===== src/rtl/trk_pkg.sv =====
package trk_pkg;

    // Direction of the most recent counter update
    typedef enum logic [1:0] {
        STEP_NONE = 2'd0,
        STEP_UP   = 2'd1,
        STEP_DN   = 2'd2
    } step_e;

    // Resolves the requested direction against the saturation rails
    function automatic step_e pick_step(input logic want_up,
                                        input logic at_top,
                                        input logic at_bot);
        step_e s;
        if (want_up)
            s = at_top ? STEP_NONE : STEP_UP;
        else
            s = at_bot ? STEP_NONE : STEP_DN;
        return s;
    endfunction

endpackage


===== src/rtl/trk_sync.sv =====
module trk_sync #(
    parameter int STAGES = 2
) (
    input  logic clk,
    input  logic rst,
    input  logic d,
    output logic q
);
    logic [STAGES-1:0] chain;

    generate
        if (STAGES == 1) begin : g_single
            always_ff @(posedge clk) begin
                if (rst) chain <= '0;
                else     chain <= d;
            end
        end else begin : g_multi
            always_ff @(posedge clk) begin
                if (rst) chain <= '0;
                else     chain <= {chain[STAGES-2:0], d};
            end
        end
    endgenerate

    assign q = chain[STAGES-1];
endmodule


===== src/rtl/trk_counter.sv =====
module trk_counter
    import trk_pkg::*;
#(
    parameter int WIDTH = 8
) (
    input  logic             clk,
    input  logic             rst,
    input  logic             go_up,
    output logic [WIDTH-1:0] code,
    output step_e            last_step
);
    localparam logic [WIDTH-1:0] TOP = {WIDTH{1'b1}};

    step_e nxt_step;

    always_comb begin
        nxt_step = pick_step(go_up, code == TOP, code == '0);
    end

    always_ff @(posedge clk) begin
        if (rst) begin
            code      <= '0;
            last_step <= STEP_NONE;
        end else begin
            last_step <= nxt_step;
            case (nxt_step)
                STEP_UP: code <= code + 1'b1;
                STEP_DN: code <= code - 1'b1;
                default: code <= code;
            endcase
        end
    end
endmodule


===== src/rtl/trk_run_detect.sv =====
module trk_run_detect
    import trk_pkg::*;
#(
    parameter int RUN_MIN = 2
) (
    input  logic  clk,
    input  logic  rst,
    input  step_e step,
    output logic  load
);
    localparam int LW = $clog2(RUN_MIN + 1);
    localparam logic [LW-1:0] LIMIT = LW'(RUN_MIN);

    step_e         prev_dir;
    logic [LW-1:0] run_len;
    logic [LW-1:0] nxt_len;
    logic          is_step;

    always_comb begin
        is_step = (step != STEP_NONE);
        if (step == prev_dir)
            nxt_len = (run_len == LIMIT) ? LIMIT : run_len + 1'b1;
        else
            nxt_len = LW'(1);
        load = is_step && (nxt_len >= LIMIT);
    end

    always_ff @(posedge clk) begin
        if (rst) begin
            prev_dir <= STEP_NONE;
            run_len  <= '0;
        end else if (is_step) begin
            prev_dir <= step;
            run_len  <= nxt_len;
        end
    end
endmodule


===== src/rtl/trk_adc.sv =====
module trk_adc
    import trk_pkg::*;
#(
    parameter int WIDTH       = 8,
    parameter int RUN_MIN     = 2,
    parameter int SYNC_STAGES = 2
) (
    input  logic             clk,
    input  logic             rst,
    input  logic             comp_in,
    output logic [WIDTH-1:0] dac_code,
    output logic [WIDTH-1:0] stable_code,
    output logic             stable_upd
);
    logic  comp_s;
    step_e step;
    logic  load;

    trk_sync #(.STAGES(SYNC_STAGES)) u_sync (
        .clk (clk),
        .rst (rst),
        .d   (comp_in),
        .q   (comp_s)
    );

    trk_counter #(.WIDTH(WIDTH)) u_cnt (
        .clk       (clk),
        .rst       (rst),
        .go_up     (comp_s),
        .code      (dac_code),
        .last_step (step)
    );

    trk_run_detect #(.RUN_MIN(RUN_MIN)) u_run (
        .clk  (clk),
        .rst  (rst),
        .step (step),
        .load (load)
    );

    always_ff @(posedge clk) begin
        if (rst) begin
            stable_code <= '0;
            stable_upd  <= 1'b0;
        end else begin
            stable_upd <= load;
            if (load) stable_code <= dac_code;
        end
    end
endmodule


===== config.mk =====
export PLATFORM = sky130hd
export DESIGN_NAME = trk_adc
export DESIGN_NICKNAME = d
export VERILOG_FILES = /design/src/rtl/trk_pkg.sv /design/src/rtl/trk_sync.sv /design/src/rtl/trk_counter.sv /design/src/rtl/trk_run_detect.sv /design/src/rtl/trk_adc.sv
export SDC_FILE = /design/constraint.sdc
export NUM_CORES = 1
export LEC_CHECK = 0
export BUFFER_PORTS_ARGS = -buffer_cell sky130_fd_sc_hd__buf_2
export CAP_MARGIN = 0
export CORE_ASPECT_RATIO = 2
export CORE_MARGIN = 2
export CORE_UTILIZATION = 30
export CTS_CLUSTER_DIAMETER = 60
export DETAILED_ROUTE_END_ITERATION = 6
export SYNTH_ARGS = -nofsm -noshare
export SYNTH_HDL_FRONTEND = slang
export SYNTH_SLANG_ARGS = --single-unit

===== constraint.sdc =====
create_clock -name clk -period 2.16 [get_ports clk]
set_input_delay 0.324 -clock clk [delete_from_list [all_inputs] [get_ports clk]]
set_output_delay 0.324 -clock clk [all_outputs]
set_load 0.005 [all_outputs]

Word-level counts from Yosys, hierarchy flattened
Index checks and enable logic that the tools add are counted. Widths: inputs -> output; s select.

Register bits after elaboration: 25. Input port bits: 3. Output and inout port bits: 17. Word-level logic and storage cells: 26.

Add/sub/neg operators: 3. $lt $le $gt $ge: 1. Eq/ne operators: 5. Muxes and demuxes: 6. Reductions and logical operators: 4.

Operators by type and width (count): $pmux 8 s2 (1); $add 8x1->8 const B (1); $eq 8x8->1 const B (1); $logic_not 8->1 (1); $mux 2 (4); $sub 8x1->8 const B (1); $eq 2x2->1 const B (2); $reduce_bool 2->1 (2); $add 2x1->2 const B (1); $eq 2x1->1 const B (1); $eq 2x2->1 (1); $ge 2x2->1 const B (1); $logic_and 1x1->1 (1); $mux 1 (1).

Logic depth before layout (Yosys ltp)
Gate-level depths: netlist (run 1).

Word-level depth: 5. Mapped depth: 11. Gate-level depth less buffers: 10.

By module
A second synthesis (run 1) with hierarchy kept.

Cells, all modules: 140. Area total of the unflattened synthesis: 1263.7 um^2.

Modules (own cells, without submodules): trk_counter (times used 1, cells each 85, area each 699.4 um^2, sequential area each 200.2 um^2); trk_adc (times used 1, cells each 28, area each 312.8 um^2, sequential area each 180.2 um^2); trk_run_detect (times used 1, cells each 23, area each 198.9 um^2, sequential area each 80.1 um^2); trk_sync (times used 1, cells each 4, area each 52.6 um^2, sequential area each 40.0 um^2).

Worst setup path before layout (run 1)
Ideal clock, no wire load.

Path kind: reg-to-reg. Start: reg u_cnt.code[0]. End: reg u_cnt.code[6]. Library setup time: 0.062 ns. Data arrival time: 2.378 ns. Path slack: -0.280 ns. Cell stages (with the launch flop): 12. Path buffers: 1. Path through: dfxtp_1 -> buf_6 -> nand4_1 -> o21ai_0 -> ha_1 -> inv_1 -> fa_1 -> nor2b_1 -> o21a_1 -> o21bai_1 -> a2111o_1 -> nand3_1.

Cells in the longest elaborated chain, start to end: 5. Elaborated cells between the ends (all ways): 11.

Ends and longest elaborated chain: start: declaration (line trk_counter.sv:9) `output logic [WIDTH-1:0] code,`; start signal: assignment (line trk_counter.sv:27) `STEP_UP: code <= code + 1'b1;`; start signal: assignment (line trk_counter.sv:28) `STEP_DN: code <= code - 1'b1;`; start signal: assignment (line trk_counter.sv:29) `default: code <= code;`; $eq 8x8->1 / $logic_not 8->1 (equally long branches) (line trk_counter.sv:17) `nxt_step = pick_step(go_up, code == TOP, code == '0);`; $mux 1 / $mux 2 (equally long branches) (line trk_pkg.sv:16, trk_pkg.sv:18); $mux 2 (line trk_pkg.sv:15) `if (want_up)`; $eq 2x2->1 / $eq 2x1->1 (equally long branches) (line trk_counter.sv:26) `case (nxt_step)`; $pmux 8 s2 / $reduce_bool 2->1 (equally long branches).

Parallel ways exist; a longest one is shown, timed or not. A chain may end at the register's enable or synchronous reset.

Worst setup path after layout (run 1)
Start: reg u_cnt.code[7]. End: reg u_cnt.code[5].

Cells in the longest elaborated chain, start to end: 5. Elaborated cells between the ends (all ways): 9.

Ends and longest elaborated chain: $logic_not 8->1 (*) (line trk_counter.sv:17); $mux 2 (*) (line trk_pkg.sv:18) `s = at_bot ? STEP_NONE : STEP_DN;`; $mux 2 (*) (line trk_pkg.sv:15); net u_cnt.nxt_step[1] (line trk_counter.sv:14) `step_e nxt_step;`; $eq 2x2->1 / $eq 2x1->1 (equally long branches) (line trk_counter.sv:26); $pmux 8 s2 / $reduce_bool 2->1 (equally long branches).

Mark *: on every way through the listed nets, which the timed path passes. The rest lies on a longest branch.

==> results of run 1 <==
==> critical path: cells and delay by family (launching register included) <==
family,cells,cell delay [ns]
and+or+nand+nor,2,0.46
adders and majority gates,2,0.51
DFF,1,0.36
buffers and inverters,1,0.13
AOI/OAI and AO/OA,5,0.75
==> flip-flops by register name, indices dropped and copies added (netlist names) <==
name and count:
u_sync.chain 2, stable_upd 1, stable_code 8, u_cnt.code 8
u_run.prev_dir 2, u_run.run_len 2, u_cnt.last_step 2
==> logic make-up after synthesis <==
| family | after synthesis |
|---|---|
| mux | 1 |
| flops | 25 |
| buf+inv | 16 |
| simple gates | 61 |
| fa+ha+maj | 9 |
| compound gates | 35 |
| xor+xnor | 3 |
==> routing by layer <==
| layer | track usage | routed length (um) | share of wire | vias to the layer above |
|---|---|---|---|---|
| li1 | - | - | - | 632 |
| met3 | 0.00926 | 66 | 0.019 | 6 |
| met1 | 0.145 | 1200 | 0.35 | 612 |
| met2 | 0.310 | 2090 | 0.60 | 26 |
| met4 | 0.0603 | 96 | 0.028 | 0 |
| met5 | 0 | 0 | 0 | - |
==> cells in the final DEF (no fill, tap or decap), types with 2 or more instances in the layout <==
cell type and instances:
buf_4 29, buf_2 19, dfxtp_1 17, nand2_1 15
a21oi_1 15, nand3_1 12, nor2_1 9, inv_1 8
ha_4 6, dfxtp_4 5, a21oi_2 3, nor2b_1 3
clkbuf_8 3, buf_6 3, dfxtp_2 3, nor4_4 2
nand4_1 2, xor2_1 2, nand2_2 2, and2_1 2
and3_1 2, nor4_1 2, a211oi_2 2, o21a_1 2
nor4b_1 2, nor3_2 2, ha_1 2
==> synth_stat cells, types with 2 or more instances <==
cell and number:
nor2b_1 3, o21a_1 2, nor3_1 3, a211oi_1 2
ha_1 8, inv_1 9, nand3_1 12, a21oi_1 17
buf_2 2, and3_1 2, clkbuf_1 4, xor2_1 2
nor2_1 10, nor4b_1 2, nor4_1 4, dfxtp_1 25
and2_1 2, nand4_1 2, nand2_1 16
==> power breakdown <==
group	switching (mW)	leakage, nW	total (mW)	internal [mW]
Sequential	0.104	0.209	0.674	0.571
Clock	0.132	0.0228	0.263	0.131
Combinational	0.929	0.558	2.00	1.07
Total	1.16	0.790	2.93	1.77
==> worst paths after layout <==
check / startpoint / end
min reg2reg: u_sync.chain[0] / u_sync.chain[1]
max: u_cnt.code[7] / u_cnt.code[5]
max reg2reg: u_cnt.code[7] / u_cnt.code[5]
min: comp_in / u_sync.chain[0]
==> cell type report <==
type                            count  area, um2  share of cell area
Sequential cell                    25        523               0.276
Timing Repair Buffer               51        347               0.183
Inverter                            9       36.3              0.0191
Multi-Input combinational cell    109        880               0.464
Tap cell                           52       65.1              0.0343
Clock buffer                        4       45.0              0.0238
==> what timing repair did <==
item | in CTS | in global routing
setup endpoints to repair | 4 | 5
hold buffers | 0 | 0
buffers inserted | 8 | 1
pin swaps | 12 | 17
gates resized for setup | 15 | 8
==> stage by stage <==
stage	power [mW]	cells	worst slack [ns]	util	hold slack, ns
after global routing	3.14	250	-0.232	0.459	0.295
after detailed placement	2.28	237	-0.225	0.409	0.446
after floorplan	1.71	150	-0.0594	-	0.414
final	2.93	250	-0.160	0.459	0.271
after CTS	2.81	249	-0.137	0.449	0.266
after global placement	2.22	237	-0.175	0.409	0.428
==> metrics.txt, run 1 <==
status=finished with violations; violated checks=setup timing; crit start category=register; Hold Crit Depth=2; Crit Path Category=reg2reg; PwrDens=1550 mW/mm2; final hold viol count=0; Post-Synth Adder-Cell Area=0.0934; fraction of synthesized area in multiplexers=0.00778; area of the mapped netlist=~0.0013 mm2; simple-gate share of the synthesized area=0.241; worst hold-check path type=in2reg; CP Data Required Time=approximately 2.3 ns; Lkg Pwr=approximately 0.8 nW; first-pass GRT wire length=approximately 5900 um; placed cell areas=between 0.0015 and 0.002 mm2; DRC viols=0; Mapped Nets=roughly 160; input/output buffers=19; Cells after Synth=150; First-pass DRT Iterations=4; Fillers=around 410; Inserted Clock Buffers=3; worst-margin pin slew=0.464 ns; vias in the first global route=1,296; RSZ-0062 raised after global routing=true; design area=approximately 0.0019 mm2; Period Utilization, post-route=1.07; final setup margin=-0.160 ns; Reg2Reg Setup Slack=-0.16 ns; post-route minimum period=~2.3 ns; Syn Area/Cell=approximately 8.6 um2; Post-synth EDFFs=0; YS warnings=0; asr flop ratio synth=0; Max Cap Viol=0; H-tree levels=1; Core Area=~0.0041 mm2; TritonCTS Sinks=25; Starting DRT DRC Count=12; synth unique cells=between 40 and 50; clk buf depth=2; Die X-Extent=50.3 um; Most used DFF post-synth=dfxtp_1; crit-path max FO=7; GP Congestion=slightly below 0.8; die area=roughly 0.0049 mm2; ranking of synthesized cells by area=dfxtp_1 39%, ha_1 7.8%, a21oi_1 6.6%; Rows=33; detailed-route via count=around 1,300; final global-route overflow total=0; largest family of logic cells by synthesized area=simple AND/OR/NAND/NOR gates; clk slew on worst S/H paths=around 0.08 ns; Synth top area share=0.389; crit path cell chain=nor4_4 -> a21oi_2 -> ha_4 -> buf_6 -> ha_4 -> o21ai_4 -> o21bai_2 -> a21oi_2 -> and4_4 -> a311o_1; wire per inst=between 10 and 15 um; clk_lat worst skew=~0.26 ns; pin count of the biggest net entering global routing=27; CTS tree=yes; die height=around 97 um; CP arrival=roughly 2.5 ns; worst vdd ir=around 550 uV; endpoints failing setup=4; FF-to-FF path depth=10; FF+latch count, synth=25; antenna viol nets, final=0; # diodes=0; DRT Wirelength=approximately 3400 um; top cell type by total area after synthesis=dfxtp_1; initial antenna violation count=0; total negative slack=-0.392 ns; Slew Viols, Final=0; Max Clock Skew=between 0.002 and 0.003 ns; Rel. slew slack=0.691; Max Freq=roughly 0.43 GHz; CP max-delay cell=dfxtp_4; NumNets Final=approximately 210; total global-route track usage=0.152; Layout area overhead=47.4%; Crit. End Element=register; part of the Yosys area used for sequential elements=0.389; Vias per Instance=~5.1; Initial Utilization=0.312; Top Ports=20; max incr delay on CP=approximately 0.36 ns; Synth Area in Compound Gates=0.194; DP HPWL=around 2700 um; clock root buffer=clkbuf_8; XOR/XNOR Fraction of Synth Area=0.0204; layout cell share with drive strength beyond 1=0.455
Note: power is estimated with default switching activity, not from simulation.
==> run 2, diff against run 1 <==
--- a/config.mk
+++ b/config.mk
@@ -7,11 +7,14 @@
 export LEC_CHECK = 0
 export BUFFER_PORTS_ARGS = -buffer_cell sky130_fd_sc_hd__buf_2
 export CAP_MARGIN = 0
+export CELL_PAD_IN_SITES_DETAIL_PLACEMENT = 1
+export CELL_PAD_IN_SITES_GLOBAL_PLACEMENT = 1
 export CORE_ASPECT_RATIO = 2
 export CORE_MARGIN = 2
 export CORE_UTILIZATION = 30
 export CTS_CLUSTER_DIAMETER = 60
 export DETAILED_ROUTE_END_ITERATION = 6
+export PLACE_DENSITY_LB_ADDON = 0.1
 export SYNTH_ARGS = -nofsm -noshare
 export SYNTH_HDL_FRONTEND = slang
 export SYNTH_SLANG_ARGS = --single-unit
==> metrics.txt, run 2 (same netlist as run 1, synthesis figures left out) <==
crit-path max FO=7 (unchanged); antenna viol nets, final=0 (unchanged); Crit Path Category=reg2reg; status=finished with violations; DP HPWL=2860 um (+7.8%); vias in the first global route=1,397 (+7.8%); Initial Utilization=0.312 (unchanged); Reg2Reg Setup Slack=-0.12 ns (+0.04 ns); Top Ports=20 (unchanged); Internal Power=1.64 mW (-7.5%); design area=0.00183 mm2 (-3.4%); H-tree levels=1 (unchanged); cts hold-fix bufs=0 (unchanged); detailed-route via count=1,233 (-3.4%); FF-to-FF path depth=9 (-1); GP Congestion=0.744 (-5.9%); Critical Path Source=u_cnt.code[3]; DRT Wirelength=3650 um (+5.9%); DRC viols=0 (unchanged); Gate power share=0.657 (-0.023); Crit. End Element=register; Core Area=0.00413 mm2 (unchanged); layout cell share with drive strength beyond 1=0.432 (-0.0230); NumNets Final=203 (-3.8%); CP arrival=2.43 ns (-0.04 ns); placed cell areas=0.00164 mm2 (-2.7%); clock power share=0.099 (+0.009); input/output buffers=19 (unchanged); crit start category=register; violated checks=setup timing; r2r endpoint=u_cnt.code[5]; wire per inst=15.1 um (+9.4%); Vias per Instance=5.10 (-0.18%); Inserted Clock Buffers=3 (unchanged); Rows=33 (unchanged); post-route minimum period=2.28 ns (-0.0442 ns); clock root buffer=clkbuf_8; die height=96.6 um (unchanged); Lkg Pwr=0.751 nW (-4.9%); RR Startpoint=u_cnt.code[3]; Die X-Extent=50.3 um (unchanged); Max Freq=0.439 GHz (+1.9%); clk_lat worst skew=0.27 ns (about the same); final hold viol count=0 (unchanged); worst hold-check path type=in2reg; Psw=1.12 mW (-3.4%); Seq pwr share=0.243 (+0.013); Max Clock Skew=0.00297 ns (+0.000444 ns); clk buf depth=2 (unchanged); pre-CTS setup slack=-0.224 ns (+0.000477 ns); total global-route track usage=0.171 (+0.0196); clk slew on worst S/H paths=0.08 ns (about the same); Slew Viols, Final=0 (unchanged); hold slack=0.270 ns (-0.000942 ns); First-pass DRT Iterations=4 (unchanged); TritonCTS Sinks=25 (unchanged); CP Data Required Time=2.31 ns (about the same); Period Utilization, post-route=1.05 (-0.0205); worst-margin pin slew=0.494 ns (+0.0297 ns); largest registers=stable_code x8, u_cnt.code x8; Rel. slew slack=0.671 (-0.0198); Layout area overhead=42.3%; endpoints failing setup=4 (unchanged); die area=0.00486 mm2 (unchanged); pin count of the biggest net entering global routing=27 (unchanged); Max Cap Viol=0 (unchanged); final setup margin=-0.116 ns (+0.0442 ns); Starting DRT DRC Count=15 (+3); CTS tree=yes; initial antenna violation count=0 (unchanged); final global-route overflow total=0 (unchanged); first-pass GRT wire length=6500 um (+9.8%); PwrDens=1510 mW/mm2 (-2.6%); most frequent cells in the layout=23 x buf_4, 19 x buf_2, 17 x dfxtp_1; most common cell after layout, fill and taps aside=buf_4; RSZ-0062 raised after global routing=true; CP Capture Point=u_cnt.code[5]; switching portion of total power=0.407 (+0.0104); # diodes=0 (unchanged); worst vdd ir=820 uV (+49%)
-- run 2: what timing repair did --
action	4_1_cts	5_1_grt
pin swaps	12	11
setup endpoints to repair	4	5
resized for setup	12	8
setup buffers	6	1
gates cloned	0	0
-- run 2: metrics by stage --
stage          instances  setup TNS, ns  total power [mW]   util
5_1_grt              242          -1.00              3.01  0.443
3_5_place_dp         231         -0.717              2.23  0.398
4_1_cts              241         -0.536              2.67  0.432
2_1_floorplan        150         -0.116              1.71      -
3_3_place_gp         231         -0.541              2.17  0.398
6_report             242         -0.410              2.76  0.443
-- run 2: area by class of cell --
type	instances	area, um2
fillers	514	2300
multi-input cells	109	882
flip-flops and latches	25	523
repair buffers	43	279
well taps	52	65.1
clock buffers	4	45.0
inverters	9	36.3
-- run 2: worst max-delay path: stages (launching register included) --
cell      delay (ns)
dfxtp_4         0.39
nand4_1         0.12
o21ai_2         0.21
ha_4            0.26
ha_4            0.24
a211oi_4        0.29
o21bai_2        0.12
a21oi_2         0.18
nor4_2          0.05
a311o_1         0.29
-- run 2: worst min path at each step --
| stage | from | to | slack [ns] | depth (start not counted) |
|---|---|---|---|---|
| 2_1_floorplan | u_sync.chain[0] | u_sync.chain[1] | 0.41 | 1 |
| 3_3_place_gp | u_sync.chain[0] | u_sync.chain[1] | 0.44 | 1 |
| 3_5_place_dp | u_sync.chain[0] | u_sync.chain[1] | 0.44 | 1 |
| 4_1_cts | comp_in | u_sync.chain[0] | 0.27 | 2 |
| 5_1_grt | comp_in | u_sync.chain[0] | 0.30 | 2 |
| 6_report | comp_in | u_sync.chain[0] | 0.27 | 2 |
-- run 2: power groups by stage --
stage	clock, mW	sequential (mW)	combinational [mW]
after floorplan	0	0.669	1.04
after global placement	0	0.639	1.53
after detailed placement	0	0.642	1.59
after CTS	0.285	0.672	1.71
after global routing	0.300	0.684	2.02
final	0.274	0.671	1.81
-- run 2: layer usage --
metal	part of all wire	track usage	wire length, um
met5	0	0	0
met4	0.023	0.0686	85
met3	0.019	0.00926	69
met2	0.60	0.335	2170
met1	0.36	0.178	1320
